### src/rtl/wbuf_pkg.sv
package wbuf_pkg;
  typedef enum logic {ING_IDLE = 1'b0, ING_FILL = 1'b1} ing_state_t;
endpackage

### src/rtl/wbuf_fifo.sv
module wbuf_fifo #(
  parameter int W     = 32,
  parameter int DEPTH = 8,
  localparam int CW   = $clog2(DEPTH + 1),
  localparam int PW   = (DEPTH > 1) ? $clog2(DEPTH) : 1
) (
  input  logic          clk,
  input  logic          rst,
  input  logic          push,
  input  logic [W-1:0]  din,
  input  logic          pop,
  output logic [W-1:0]  dout,
  output logic [CW-1:0] count,
  output logic          full,
  output logic          empty
);
  logic [W-1:0]  slots [DEPTH];
  logic [PW-1:0] wr_ptr, rd_ptr;

  function automatic logic [PW-1:0] bump(input logic [PW-1:0] p);
    return (p == PW'(DEPTH - 1)) ? '0 : p + 1'b1;
  endfunction

  always_ff @(posedge clk) begin
    if (rst) begin
      wr_ptr <= '0;
      rd_ptr <= '0;
      count  <= '0;
    end else begin
      if (push) begin
        slots[wr_ptr] <= din;
        wr_ptr        <= bump(wr_ptr);
      end
      if (pop) rd_ptr <= bump(rd_ptr);
      case ({push, pop})
        2'b10:   count <= count + 1'b1;
        2'b01:   count <= count - 1'b1;
        default: count <= count;
      endcase
    end
  end

  assign dout  = slots[rd_ptr];
  assign full  = (count == CW'(DEPTH));
  assign empty = (count == '0);

  // the pool never overflows nor underflows
  p_no_overflow_r3: assert property (@(posedge clk) disable iff (rst)
    !(push && full && !pop) && (count <= CW'(DEPTH)));
  p_no_underflow_r3: assert property (@(posedge clk) disable iff (rst)
    !(pop && empty));
endmodule

### src/rtl/wbuf_ingress.sv
module wbuf_ingress
  import wbuf_pkg::*;
#(
  parameter int DEPTH = 8,
  localparam int CW   = $clog2(DEPTH + 1)
) (
  input  logic          clk,
  input  logic          rst,
  input  logic          cmd_valid,
  input  logic [CW-1:0] cmd_len,
  input  logic          dat_valid,
  input  logic          tag_free,
  input  logic [CW-1:0] free_words,
  output logic          cmd_ready,
  output logic          dat_ready,
  output logic          cmd_fire,
  output logic          dat_fire,
  output logic [CW-1:0] owed
);
  ing_state_t state;

  assign cmd_ready = (state == ING_IDLE) && tag_free &&
                     (cmd_len != '0) && (cmd_len <= CW'(DEPTH)) &&
                     (cmd_len <= free_words);
  assign dat_ready = (state == ING_FILL);
  assign cmd_fire  = cmd_valid && cmd_ready;
  assign dat_fire  = dat_valid && dat_ready;

  always_ff @(posedge clk) begin
    if (rst) begin
      state <= ING_IDLE;
      owed  <= '0;
    end else begin
      case (state)
        ING_IDLE: if (cmd_fire) begin
          state <= ING_FILL;
          owed  <= cmd_len;
        end
        ING_FILL: if (dat_fire) begin
          owed <= owed - 1'b1;
          if (owed == CW'(1)) state <= ING_IDLE;
        end
        default: state <= ING_IDLE;
      endcase
    end
  end

  // an admitted command opens the data phase on the next cycle
  p_phase_opens_r10: assert property (@(posedge clk) disable iff (rst)
    cmd_fire |=> dat_ready);
  // the final beat closes the phase
  p_phase_closes_r10: assert property (@(posedge clk) disable iff (rst)
    (dat_fire && owed == CW'(1)) |=> !dat_ready);
endmodule

### src/rtl/wbuf_post.sv
module wbuf_post #(
  parameter int AW    = 32,
  parameter int DW    = 32,
  parameter int WORDS = 8,
  parameter int TAGS  = 2,
  localparam int CW   = $clog2(WORDS + 1),
  localparam int TCW  = $clog2(TAGS + 1),
  localparam int RW   = AW + CW
) (
  input  logic          clk,
  input  logic          rst,
  input  logic          wr_cmd_valid,
  output logic          wr_cmd_ready,
  input  logic [AW-1:0] wr_cmd_addr,
  input  logic [CW-1:0] wr_cmd_len,
  input  logic          wr_dat_valid,
  output logic          wr_dat_ready,
  input  logic [DW-1:0] wr_dat,
  output logic          wr_stall,
  input  logic          rd_req,
  output logic          rd_go,
  output logic          mem_valid,
  input  logic          mem_ready,
  output logic [AW-1:0] mem_addr,
  output logic [DW-1:0] mem_data,
  output logic          buf_empty,
  output logic          buf_full
);
  logic          cmd_fire, dat_fire, mem_fire;
  logic [CW-1:0] owed, data_cnt, free_words, reserved;
  logic          data_full, data_empty;
  logic [RW-1:0] tag_dout;
  logic [TCW-1:0] tag_cnt;
  logic          tag_full, tag_empty, tag_pop;
  logic [CW-1:0] offset;
  logic [AW-1:0] head_base;
  logic [CW-1:0] head_len;

  assign reserved   = data_cnt + owed;
  assign free_words = CW'(WORDS) - reserved;

  wbuf_ingress #(.DEPTH(WORDS)) u_ing (
    .clk(clk), .rst(rst),
    .cmd_valid(wr_cmd_valid), .cmd_len(wr_cmd_len),
    .dat_valid(wr_dat_valid), .tag_free(!tag_full),
    .free_words(free_words),
    .cmd_ready(wr_cmd_ready), .dat_ready(wr_dat_ready),
    .cmd_fire(cmd_fire), .dat_fire(dat_fire), .owed(owed)
  );

  wbuf_fifo #(.W(DW), .DEPTH(WORDS)) u_data (
    .clk(clk), .rst(rst),
    .push(dat_fire), .din(wr_dat), .pop(mem_fire),
    .dout(mem_data), .count(data_cnt),
    .full(data_full), .empty(data_empty)
  );

  wbuf_fifo #(.W(RW), .DEPTH(TAGS)) u_tags (
    .clk(clk), .rst(rst),
    .push(cmd_fire), .din({wr_cmd_addr, wr_cmd_len}), .pop(tag_pop),
    .dout(tag_dout), .count(tag_cnt),
    .full(tag_full), .empty(tag_empty)
  );

  assign head_base = tag_dout[RW-1 -: AW];
  assign head_len  = tag_dout[CW-1:0];

  assign mem_valid = !data_empty;
  assign mem_fire  = mem_valid && mem_ready;
  assign mem_addr  = head_base + (AW'(offset) << 2);
  assign tag_pop   = mem_fire && (offset == head_len - 1'b1);

  always_ff @(posedge clk) begin
    if (rst)          offset <= '0;
    else if (tag_pop) offset <= '0;
    else if (mem_fire) offset <= offset + 1'b1;
  end

  assign wr_stall  = wr_cmd_valid && !wr_cmd_ready;
  assign buf_empty = tag_empty;
  assign buf_full  = tag_full || data_full || (reserved == CW'(WORDS));
  assign rd_go     = rd_req && tag_empty;

  // tag pool bounded
  p_tag_limit_r4: assert property (@(posedge clk) disable iff (rst)
    tag_cnt <= TCW'(TAGS));
  // reservations never exceed the data pool
  p_reserve_bound_r3: assert property (@(posedge clk) disable iff (rst)
    (data_cnt + owed) <= CW'(WORDS));
  // offered word held until accepted
  p_mem_hold_r7: assert property (@(posedge clk) disable iff (rst)
    (mem_valid && !mem_ready) |=> (mem_valid && $stable(mem_addr) && $stable(mem_data)));
  // a read never passes a buffered write
  p_read_hold_r8: assert property (@(posedge clk) disable iff (rst)
    rd_go |-> (buf_empty && !mem_valid));
  // words only flow while a run tag is held
  p_word_has_tag_r6: assert property (@(posedge clk) disable iff (rst)
    mem_valid |-> !tag_empty);
endmodule

### config.mk
export PLATFORM = sky130hd
export DESIGN_NAME = wbuf_post
export DESIGN_NICKNAME = d
export VERILOG_FILES = /design/src/rtl/wbuf_pkg.sv /design/src/rtl/wbuf_fifo.sv /design/src/rtl/wbuf_ingress.sv /design/src/rtl/wbuf_post.sv
export SDC_FILE = /design/constraint.sdc
export NUM_CORES = 1
export LEC_CHECK = 0
export BUFFER_PORTS_ARGS = -buffer_cell sky130_fd_sc_hd__buf_4
export CAP_MARGIN = 20
export CELL_PAD_IN_SITES_DETAIL_PLACEMENT = 1
export CELL_PAD_IN_SITES_GLOBAL_PLACEMENT = 2
export CORE_MARGIN = 2
export CORE_UTILIZATION = 44
export DETAILED_ROUTE_END_ITERATION = 16
export PLACE_DENSITY_LB_ADDON = 0.08
export SLEW_MARGIN = 15
export SYNTH_ARGS = -nofsm -noshare
export SYNTH_HDL_FRONTEND = slang
export SYNTH_SLANG_ARGS = --single-unit
### constraint.sdc
create_clock -name clk -period 7.9 [get_ports clk]
set_input_delay 0.79 -clock clk [delete_from_list [all_inputs] [get_ports clk]]
set_output_delay 0.79 -clock clk [all_outputs]
set_load 0.01 [all_outputs]
; ---- Yosys cells after proc, flatten, opt, wreduce, memory -nomap -nowiden
; Memory sizes are Yosys's and may differ from the RTL's. A register that Yosys moved wholly into a read port is not among the register bits.
; Index checks and enable logic that the tools add are counted.
[totals]
out_inout_bits = 71
ram_bits = 328
input_bits = 74
latchBits = 0
n_memories = 2
romBits = 0
elab_cells = 85
ff_bits = 23
[mem_list]
columns = name, depth, width, read_ports, rd_clocked_by_memory_dff, write_ports, line
row1 = u_data.slots, 8, 32, 1, 1, 1, wbuf_fifo.sv:17  ; logic [W-1:0] slots [DEPTH];
row2 = u_tags.slots, 2, 36, 1, 1, 1, wbuf_fifo.sv:17
[op_classes]
reduce_logical = 22
n_mul = 0
div_mod_pow = 0
n_mux = 22
shift = 0
bitwise_logic = 1
magnitude_cmp = 2
eq_ne = 13
n_addsub = 14
[op_table]
columns = cell, n
row1 = $add A32 B6 Y32, 1
row2 = $pmux W4 S2, 2
row3 = $mux W1, 12
row4 = $mux W3, 4
row5 = $sub A4 B1 Y4 const B, 3
row6 = $logic_and A1 B1 Y1, 10
row7 = $add A4 B1 Y4 const B, 2
row8 = $eq A4 B4 Y1 const B, 2
row9 = $mux W4, 2
row10 = $add A3 B1 Y3 const B, 2
row11 = $eq A2 B2 Y1 const B, 3
row12 = $eq A3 B3 Y1 const B, 2
row13 = $add A4 B4 Y4, 1
row14 = $eq A2 B1 Y1 const B, 2
row15 = $eq A4 B1 Y1 const B, 1
row16 = $eq A4 B4 Y1, 1
row17 = $le A4 B4 Y1, 1
row18 = $le A4 B4 Y1 const B, 1
row19 = $logic_not A4 Y1, 1
row20 = $ne A2 B1 Y1 const B, 2
row21 = $pmux W2 S2, 1
row22 = $reduce_bool A2 Y1, 2
row23 = $reduce_bool A4 Y1, 1
row24 = $sub A4 B4 Y4 const A, 1
row25 = 10 further kinds, 14

; ---- Longest topological paths before layout
; Gate-level depths: netlist of run 1.
[depth]
ltp_word = 10
depth_mapped = 17
depth_no_buf = 14

; ---- Cells and area by module
; Synthesis of run 1 repeated with hierarchy kept, for this count alone.
[unflattened]
hier_cells = 783
hier_area_um2 = 14878.0
[by_module_without_submodules]
columns = module, area_each_um2, cells_each, seq_area_each_um2, n_inst
row1 = wbuf_fifo (u_data), 10428.8, 444, 7947.6, 1
row2 = wbuf_fifo (u_tags), 2795.2, 134, 2262.2, 1
row3 = wbuf_post, 1179.9, 152, 80.1, 1
row4 = wbuf_ingress, 474.2, 53, 100.1, 1

; ---- Least setup slack after synthesis of run 1
; No wires, ideal clock.
[synth_timing]
kind = register -> register
startpoint = register u_ing.owed[0]
endpoint = memory u_tags.slots[1][0] in the netlist's numbering, enable pin
slack_ns = 2.335
setup_ns = 0.482
arrival_ns = 5.083
t_required_ns = 7.418
period_less_slack_ns = 5.565
path_buffers = 1
path_stages_with_launch = 13
cell_sequence = dfxtp_1 > ha_1 > inv_1 > fa_1 > xor2_1 > nand3_1 > xnor2_1 > ha_1 > and4_1 > a21oi_1 > or2_1 > clkbuf_1 > nor3b_1
[synth_via]
elab_chain_cells = 8
[synth_lines]
columns = item, line
row1 = from (decl), wbuf_ingress.sv:18  ; output logic [CW-1:0] owed
row2 = from (signal assigned), wbuf_ingress.sv:37  ; owed <= cmd_len;
row3 = from (signal assigned), wbuf_ingress.sv:40  ; owed <= owed - 1'b1;
row4 = $add A4 B4 Y4, wbuf_post.sv:39  ; assign reserved = data_cnt + owed;
row5 = $sub A4 B4 Y4, wbuf_post.sv:40  ; assign free_words = CW'(WORDS) - reserved;
row6 = $le A4 B4 Y1, wbuf_ingress.sv:24  ; (cmd_len <= free_words);
row7 = $logic_and A1 B1 Y1, wbuf_ingress.sv:23  ; (cmd_len != '0) && (cmd_len <= CW'(DEPTH)) &&
row8 = $logic_and A1 B1 Y1, wbuf_ingress.sv:26  ; assign cmd_fire = cmd_valid && cmd_ready;
row9 = $mux W1, wbuf_fifo.sv:30  ; if (push) begin
row10 = $mux W1, wbuf_fifo.sv:25  ; if (rst) begin
row11 = $mux W1 (not written as such), wbuf_fifo.sv:31  ; slots[wr_ptr] <= din;
row12 = to (decl), wbuf_fifo.sv:17
; No other way between the ends.

==> results of run 1 <==
-- worst max path at each step --
stage | startpoint | endpoint | slack, ns | depth (start not counted)
CTS | flip-flop | mem_addr[28] | 3.14 | 10
floorplan | u_ing.owed[0] | u_tags.slots[1][0] | 2.33 | 12
global placement | flip-flop | mem_addr[30] | 3.78 | 10
global route | flip-flop | mem_addr[28] | 2.80 | 10
finish | flip-flop | mem_addr[28] | 3.20 | 10
detailed placement | flip-flop | mem_addr[28] | 3.70 | 10
-- state kept, by name, indices dropped and copies added, names as in the netlist, named ones only --
register,cells
u_ing.dat_ready,1
u_tags.wr_ptr,1
u_tags.count,2
u_data.wr_ptr,3
u_data.count,4
u_data.rd_ptr,3
offset,4
u_ing.owed,4
u_tags.rd_ptr,1
u_tags.slots,72
u_data.slots,256
-- worst max-delay path, stage by stage, from the launching register on --
cell	delay [ns]
dfxtp_2	0.33
buf_4	0.64
mux2i_1	0.26
fa_1	0.47
nand2b_1	0.18
a221oi_1	0.40
and4_1	0.40
and4bb_4	0.30
nand3_1	0.09
xor2_1	0.17
buf_4	0.15
-- synthesized netlist by cell type (all sizes together) (20+ instances only) --
cell	n
edfxtp	328
mux4	64
mux2	40
nand2	36
nor2	35
a21oi	34
xor2	32
dfxtp	27
ha	24
mux2i	21
nand3	20
-- per-stage QoR --
| stage | setup slack, ns | instances | area (µm²) |
|---|---|---|---|
| after floorplan | 2.33 | 829 | 14700 |
| after global placement | 3.78 | 1401 | 16400 |
| after detailed placement | 3.70 | 1401 | 16400 |
| after CTS | 3.14 | 1471 | 17600 |
| after global routing | 2.80 | 1473 | 17600 |
| final | 3.20 | 1473 | 17600 |
-- cells by family (layout without fill, tap and decap cells) --
family | count (synthesis) | in the layout | share of synthesized area [%]
buf+inv | 51 | 246 | 1.54
other cells | 0 | 1 | 0
simple gates | 152 | 152 | 5.27
fa+ha+maj | 27 | 27 | 2.44
xor+xnor | 49 | 49 | 2.91
mux | 125 | 125 | 14.3
compound gates | 70 | 70 | 3.09
flops | 355 | 355 | 70.5
-- power by group through the flow --
stage	Sequential, mW	Clock, mW	Combinational, mW
finish	2.22	1.64	0.888
global route	2.23	1.75	0.981
CTS	2.22	1.69	0.908
detailed placement	2.26	0	0.903
global placement	2.26	0	0.863
floorplan	2.23	0	0.597
-- per-layer routing --
| layer | GRT usage [%] | part of all wire (%) | vias up |
|---|---|---|---|
| li1 | - | - | 3621 |
| met1 | 23.6 | 43 | 4046 |
| met2 | 31.8 | 50 | 193 |
| met3 | 2.95 | 4.5 | 48 |
| met4 | 5.31 | 2.1 | 0 |
| met5 | 0 | 0 | - |
-- layout make-up --
cell class	instances	area [µm²]
Antenna cell	1	2.50
Clock buffer	48	1040
Clock inverter	22	120
Fill cell	3114	15700
Inverter	18	67.6
Multi-Input combinational cell	423	4190
Sequential cell	355	10400
Tap cell	448	561
Timing Repair Buffer	158	1200
==> metrics.txt, run 1 <==
die height 187 µm; Final HPWL DP 19100 µm; Sw Ratio 25.9%; Worst slew margin 34.0%; Critical R2R Launch u_data.count[0]; Top FF cell, synth edfxtp_1; fin nets 1095; unrepaired setup endpoints after global routing false; Layout area overhead 19.2%; latest clock arrival within the worst-skew pair 0.52 ns; CTS root buffer clkbuf_16; top-area cell type share of the netlist area 66.8%; crit path capture type output pin; Post-Route Skew 0.0204 ns; CTS H-Tree Depth 2; Pins Over Slew Limit 0; Final Cycle Share 59.5%; Port Buffers 144; CP Data Required Time 7.11 ns; switching pwr 1.23 mW; clock sink total 355; Num CTS Buffers 38; Placer Congestion 0.759; DR pass1 iterations 4; Hold WS 0.457 ns; detail-routed via count per cell 5.37; asr flop ratio synth 0%; post-synthesis cell type count 56; Power Total 4.75 mW; Pleak 5.79 nW; Post-synth EDFFs 328; first-pass GRT wire length 49300 µm; most frequent cells in the layout edfxtp_1 (328), buf_4 (157), mux4_2 (64), mux2_2 (39), clkbuf_16 (39); I/O pin total 145; post-layout util 52.8%; core area 0.0333 mm²; vias 7908; biggest area consumer among synthesized cells edfxtp_1; min cycle time layout 4.70 ns; Comb pwr share 18.7%; reg-to-reg endpoint u_tags.slots[1][10]; CTS tree built; PD cells 270 mW/mm²; Hold WC Path Type in2reg; status completed; largest net degree at the start of global routing 76; max_cap viols 0; fmax 0.213 GHz; Setup CP Type reg2out; ratio of cells with drive above 1 in the final layout 32.2%; synthesized area 0.0147 mm²; Longest Clk Path Bufs 3; Startpoint Class flip-flop; Ys Warns 0; clock network fraction of total power 34.5%; hold path start wr_cmd_addr[28]; synthesized flop and latch total 355; Hold Crit Endpoint u_tags.slots[0][32]; die area 0.0350 mm²; gr ovfl total 0; R2R setup slack 4.23 ns; maximum vdd drop 0.172 mV; number of hold buffers added after cts 0; setup bufs post-CTS 0; Reg power frac 46.8%; drt wl/cell 21.4 µm; Post-Syn Instances 829; DRC violations left 0; commonest non-fill, non-tap cell in the layout edfxtp_1; FF-to-FF path depth 12; overall die width 187 µm; DRT iter0 DRCs 382; CP max FO 75; setup total negative slack 0 ns; CTS resizes 0; register area share after synthesis 70.5%; P_int 3.52 mW; antenna violations before repair 1; Post-Route WL 31600 µm; vias in the first global route 8656; ANT nets after route 0; clock-pin slew on the worst setup and hold paths 0.06 ns; # rows 67; Slew @ Worst Pin 0.990 ns; Critical Path AT 3.91 ns; Starting Density 44.3%; top post-synthesis cells by area edfxtp_1 (67%), mux4_2 (9.8%), dfxtp_1 (3.7%); hold path cells 1; All-Layer GR Usage 18.2%; syn_area_per_cell 17.8 µm²; Final setup viols 0; Final Hold Violating Endpoints 0; Mapped Nets 930
Power figures use the tool's default switching activity.
==> run 2, diff against run 1 <==
- CORE_UTILIZATION: 44 -> 40
- clock period: 7.9 -> 4.3 ns (I/O delays scaled with it)
==> metrics.txt, run 2 (synthesis results as in run 1) <==
Critical R2R Launch u_ing.owed[0] (was u_data.count[0]); Largest Register u_data.slots (unchanged); commonest non-fill, non-tap cell in the layout edfxtp_1 (unchanged); Pleak 5.86 nW (was 5.79 nW); status completed (unchanged); latest clock arrival within the worst-skew pair 0.54 ns (was 0.52 ns); Post-Route Skew 0.0147 ns (was 0.0204 ns); number of hold buffers added after cts 0 (unchanged); most frequent cells in the layout edfxtp_1 (328), buf_4 (158), mux4_2 (64), clkbuf_16 (41), mux2_2 (39) (was edfxtp_1 (328), buf_4 (157), mux4_2 (64), mux2_2 (39), clkbuf_16 (39)); overall die width 196 µm (was 187 µm); first-pass GRT wire length 50000 µm (was 49300 µm); crit path capture type output pin (unchanged); CTS tree built (unchanged); max FFs per register 256 (unchanged); fin nets 1100 (was 1095); clock-pin slew on the worst setup and hold paths 0.06 ns (about the same); gr ovfl total 0 (unchanged); Setup CP Type reg2out (unchanged); Final Hold Violating Endpoints 0 (unchanged); Starting Density 40.5% (was 44.3%); Hold WC Path Type in2reg (unchanged); CP Cell Sequence mux2_2 > ha_1 > inv_1 > fa_1 > nand2b_1 > a221oi_1 > and4_1 > and4bb_4 > nand3_1 > xor2_1 > buf_4 (was buf_4 > mux2i_1 > fa_1 > nand2b_1 > a221oi_1 > and4_1 > and4bb_4 > nand3_1 > xor2_1 > buf_4); drt wl/cell 21.5 µm (was 21.4 µm); Slew @ Worst Pin 0.721 ns (was 0.990 ns); Pins Over Slew Limit 0 (unchanged); detail-routed via count per cell 5.25 (was 5.37); Port Buffers 144 (unchanged); Final Cycle Share 93.5%; Num CTS Buffers 40 (was 38); setup bufs post-CTS 0 (unchanged); Final HPWL DP 19600 µm (was 19100 µm); vias in the first global route 8576 (was 8656); CTS H-Tree Depth 2 (unchanged); DR pass1 iterations 4 (unchanged); Post-Route WL 32100 µm (was 31600 µm); clock sink total 355 (unchanged); vias 7840 (was 7908); die height 196 µm (was 187 µm); CTS root buffer clkbuf_16 (unchanged); CTS resizes 0 (unchanged); antenna violations before repair 1 (unchanged); ANT nets after route 0 (unchanged); I/O pin total 145 (unchanged); Power Total 8.95 mW (was 4.75 mW); fmax 0.249 GHz; All-Layer GR Usage 17.1% (was 18.2%); unrepaired setup endpoints after global routing false (unchanged); Worst slew margin 51.9% (was 34.0%); Critical Path AT 3.59 ns (was 3.91 ns); Layout area overhead 20.4% (was 19.2%); CP Data Required Time 3.87 ns (was 7.11 ns); slowest stage cell, crit path dfxtp_2 (was buf_4); Startpoint Class flip-flop (unchanged); hold path start wr_cmd_addr[21] (was wr_cmd_addr[28]); largest net degree at the start of global routing 65 (was 76); largest registers u_data.slots: 256 flops, u_tags.slots: 72 flops (unchanged); core area 0.0364 mm² (was 0.0333 mm²); CP max FO 12 (was 75); DRC violations left 0 (unchanged); # rows 70 (was 67); die area 0.0384 mm² (was 0.0350 mm²); DRT iter0 DRCs 286 (was 382); delay-heaviest family, CP simple AND/OR/NAND/NOR gates (unchanged); CP bufs+invs 2 (unchanged); Placer Congestion 0.731 (was 0.759); PD cells 504 mW/mm² (was 270 mW/mm²); ratio of cells with drive above 1 in the final layout 32.8% (was 32.2%); min cycle time layout 4.02 ns; max_cap viols 0 (unchanged); maximum vdd drop 0.335 mV (was 0.172 mV); setup total negative slack 0 ns (unchanged); Longest Clk Path Bufs 3 (unchanged); Critical Path Max Stage Delay 0.52 ns (was 0.64 ns); Final setup viols 0 (unchanged)
==> run 2: cell count changes in the layout (fill, tap and decap cells not counted), sizes merged <==
cell    change
clkbuf      +2
bufinv      +2
buf         +3
clkinv      -8
inv         +2
==> run 2: per-layer routing <==
layer	track usage, %	up-vias	wire (µm)
met3	2.97	52	1260
met5	0	-	0
met2	30.1	159	16300
li1	-	3611	-
met1	21.8	4018	13900
met4	5.05	0	762
==> run 2: stage by stage <==
stage / hold WS, ns / instance area, µm² / setup WS (ns) / util [%] / std cells
final: 0.0730 / 17700 / 0.280 / 48.7 / 1494
after global routing: 0.0477 / 17700 / 0.0509 / 48.7 / 1493
after CTS: 0.0376 / 17700 / 0.207 / 48.7 / 1492
after detailed placement: 0.481 / 16500 / 0.611 / 45.2 / 1424
after global placement: 0.466 / 16500 / 0.717 / 45.2 / 1424
after floorplan: 0.454 / 14800 / 0.000355 / - / 829
==> run 2: cell type report <==
cell class                 count  area [µm²]
antenna                        1        2.50
tap                          468         586
sequential                   355       10400
multi-input combinational    423        4210
fill                        3421       18700
clock buffer                  50        1070
timing repair buffer         161        1250
inverter                      18        67.6
clock inverter                18         174
==> run 2: final timing paths <==
| path | end | slack, ns | depth (start not counted) |
|---|---|---|---|
| worst max-delay path | mem_addr[28] | 0.28 | 11 |
| worst min-delay path | u_tags.slots[1][25] | 0.07 | 1 |
| worst max register to register | u_tags.slots[1][26] | 0.63 | 12 |
| worst min register to register | flip-flop | 0.48 | 2 |
==> run 2: power by group <==
| group | switching, mW | internal (mW) | total, mW |
|---|---|---|---|
| Combinational | 0.814 | 0.818 | 1.63 |
| Clock | 1.34 | 1.89 | 3.22 |
| Sequential | 0.155 | 3.94 | 4.10 |
==> run 3, diff against run 2 <==
- CELL_PAD_IN_SITES_DETAIL_PLACEMENT: 1 -> 2
==> metrics.txt, run 3 (synthesis results as in run 1) <==
sequential standard cell area 0.0104 mm² (unchanged); slowest stage cell, crit path dfxtp_2 (unchanged); crit path capture type output pin (unchanged); P_int 6.83 mW (was 6.65 mW); CP Data Required Time 3.87 ns (about the same); Reg power frac 44.6% (was 45.8%); Longest Clk Path Bufs 3 (unchanged); All-Layer GR Usage 19.4% (was 17.1%); Pleak 5.89 nW (was 5.86 nW); placed inst area 0.0165 mm² (unchanged); multi-input logic area 0.00421 mm² (about the same); ratio of cells with drive above 1 in the final layout 33.3% (was 32.8%); max FFs per register 256 (unchanged); CTS H-Tree Depth 2 (unchanged); dpl ws 0.586 ns (was 0.611 ns); Final Hold Violating Endpoints 0 (unchanged); DRT iter0 DRCs 378 (was 286); Sw Ratio 25.8% (was 25.7%); Comb pwr share 18.1% (was 18.2%); I/O pin total 145 (unchanged); hold path cells 1 (unchanged); fillers 3330 (was 3421); Hold WC Path Type in2reg (unchanged); final instance area 0.0178 mm² (was 0.0177 mm²); fin nets 1100 (unchanged); setup bufs post-CTS 0 (unchanged); largest net degree at the start of global routing 65 (unchanged); vias in the first global route 8915 (was 8576); gr ovfl total 0 (unchanged); setup total negative slack 0 ns (unchanged); clock sink total 355 (unchanged); commonest non-fill, non-tap cell in the layout edfxtp_1 (unchanged); hold path start wr_cmd_addr[29] (was wr_cmd_addr[21]); most frequent cells in the layout edfxtp_1 (328), buf_4 (158), mux4_2 (64), clkbuf_16 (41), mux2_2 (39) (unchanged); Final Cycle Share 92.0% (was 93.5%); Startpoint Class flip-flop (unchanged); Slew @ Worst Pin 0.706 ns (was 0.721 ns); Pins Over Slew Limit 0 (unchanged); PD cells 516 mW/mm² (was 504 mW/mm²); max_cap viols 0 (unchanged); Largest Register u_data.slots (unchanged); CP max FO 12 (unchanged); die area 0.0384 mm² (unchanged); R2R setup slack 0.59 ns (was 0.63 ns); drt wl/cell 24.2 µm (was 21.5 µm); DR pass1 iterations 4 (unchanged); detail-routed via count per cell 5.28 (was 5.25); Finished Layout Cells 1500 (was 1494); first-pass GRT wire length 55100 µm (was 50000 µm); unrepaired setup endpoints after global routing false (unchanged); FF-to-FF path depth 12 (unchanged); switching pwr 2.37 mW (was 2.31 mW); # rows 70 (unchanged); maximum vdd drop 0.303 mV (was 0.335 mV); min cycle time layout 3.95 ns (was 4.02 ns); CTS root buffer clkbuf_16 (unchanged); Final HPWL DP 22800 µm (was 19600 µm); Layout area overhead 21.1% (was 20.4%); core area 0.0364 mm² (unchanged); CTS tree built (unchanged); Final setup viols 0 (unchanged); largest registers u_data.slots: 256 flops, u_tags.slots: 72 flops (unchanged); Hold Crit Endpoint u_tags.slots[0][33] (was u_tags.slots[1][25]); worst setup margin 0.346 ns (was 0.280 ns); vias 7923 (was 7840); Num CTS Buffers 40 (unchanged); die height 196 µm (unchanged); Port Buffers 144 (unchanged); Critical R2R Launch u_ing.owed[0] (unchanged); status completed (unchanged); placed insts 1424 (unchanged); ANT nets after route 0 (unchanged); reg-to-reg endpoint u_tags.slots[1][21] (was u_tags.slots[1][26]); overall die width 196 µm (unchanged); latest clock arrival within the worst-skew pair 0.55 ns (was 0.54 ns); CP bufs+invs 2 (unchanged); Critical Path AT 3.52 ns (was 3.59 ns); clock network fraction of total power 37.4% (was 36.0%); fmax 0.253 GHz (was 0.249 GHz); Post-Route Skew 0.0153 ns (was 0.0147 ns); Worst slew margin 52.9% (was 51.9%); Setup CP Type reg2out (unchanged); antenna violations before repair 4 (was 1); CP Cell Sequence mux2_2 > ha_1 > inv_1 > fa_1 > nand2b_1 > a221oi_2 > and4_2 > and4bb_4 > nand3_1 > xor2_1 > buf_4 (was mux2_2 > ha_1 > inv_1 > fa_1 > nand2b_1 > a221oi_1 > and4_1 > and4bb_4 > nand3_1 > xor2_1 > buf_4); Placer Congestion 0.731 (unchanged); clock-pin slew on the worst setup and hold paths 0.06 ns (about the same); Post-Route WL 36200 µm (was 32100 µm); delay-heaviest family, CP simple AND/OR/NAND/NOR gates (unchanged); Starting Density 40.5% (unchanged); DRC violations left 0 (unchanged); Critical Path Max Stage Delay 0.52 ns (about the same)
==> run 3: stage by stage <==
| step | power, mW | hold slack (ns) | utilization (%) |
|---|---|---|---|
| detailed placement | 5.87 | 0.483 | 45.2 |
| global placement | 5.81 | 0.466 | 45.2 |
| floorplan | 5.19 | 0.454 | - |
| CTS | 9.35 | 0.0341 | 48.9 |
| global route | 9.64 | 0.0401 | 49.0 |
| finish | 9.21 | 0.0655 | 49.0 |
==> run 3: layout make-up <==
type	instances	area share (%)
well taps	468	3.28
diodes	2	0.0280
inverters	18	0.379
clock buffers	49	5.97
flip-flops and latches	355	58.3
clock inverters	24	1.46
multi-input cells	423	23.6
repair buffers	161	7.02
==> run 3: worst max-delay path by stage <==
stage / startpoint / to / slack, ns / depth (start not counted)
final: flip-flop / mem_addr[28] / 0.35 / 11
after global routing: flip-flop / mem_addr[25] / 0.06 / 8
after floorplan: u_ing.owed[0] / u_tags.slots[1][0] / 0.0004 / 12
after CTS: flip-flop / mem_addr[28] / 0.15 / 11
after global placement: u_ing.owed[0] / u_tags.slots[1][5] / 0.72 / 12
after detailed placement: u_ing.owed[0] / u_tags.slots[1][5] / 0.59 / 12
==> run 3: per-layer routing <==
metal  vias up  routed length [µm]  global-route usage (%)  part of all wire (%)
li1       3626                   -                       -                     -
met1      4077               14900                    24.0                    41
met2       165               19000                    35.0                    52
met3        55                1570                    3.44                   4.3
met4         0                 846                    5.33                   2.3
met5         -                   0                       0                     0
==> run 3: timing repair <==
action	4_1_cts	5_1_grt
resized for setup	0	2
hold buffers	0	0
endpoints found under the setup margin	0	2
==> run 3: power by group through the flow <==
stage / clock (mW) / combinational [mW] / sequential [mW]
6_report: 3.44 / 1.66 / 4.10
5_1_grt: 3.65 / 1.86 / 4.13
4_1_cts: 3.54 / 1.71 / 4.11
3_5_place_dp: 0 / 1.69 / 4.18
3_3_place_gp: 0 / 1.64 / 4.17
2_1_floorplan: 0 / 1.10 / 4.09
==> run 3: worst register-to-register path, stage by stage (launching register included) <==
cell and delay (ns):
dfxtp_1 0.46, ha_1 0.22, inv_1 0.06, fa_1 0.38
xor2_1 0.28, nand3_1 0.14, xnor2_1 0.14, ha_1 0.31
a21oi_1 0.18, a21oi_1 0.12, or2_1 0.37, nor3b_4 0.20
buf_4 0.46
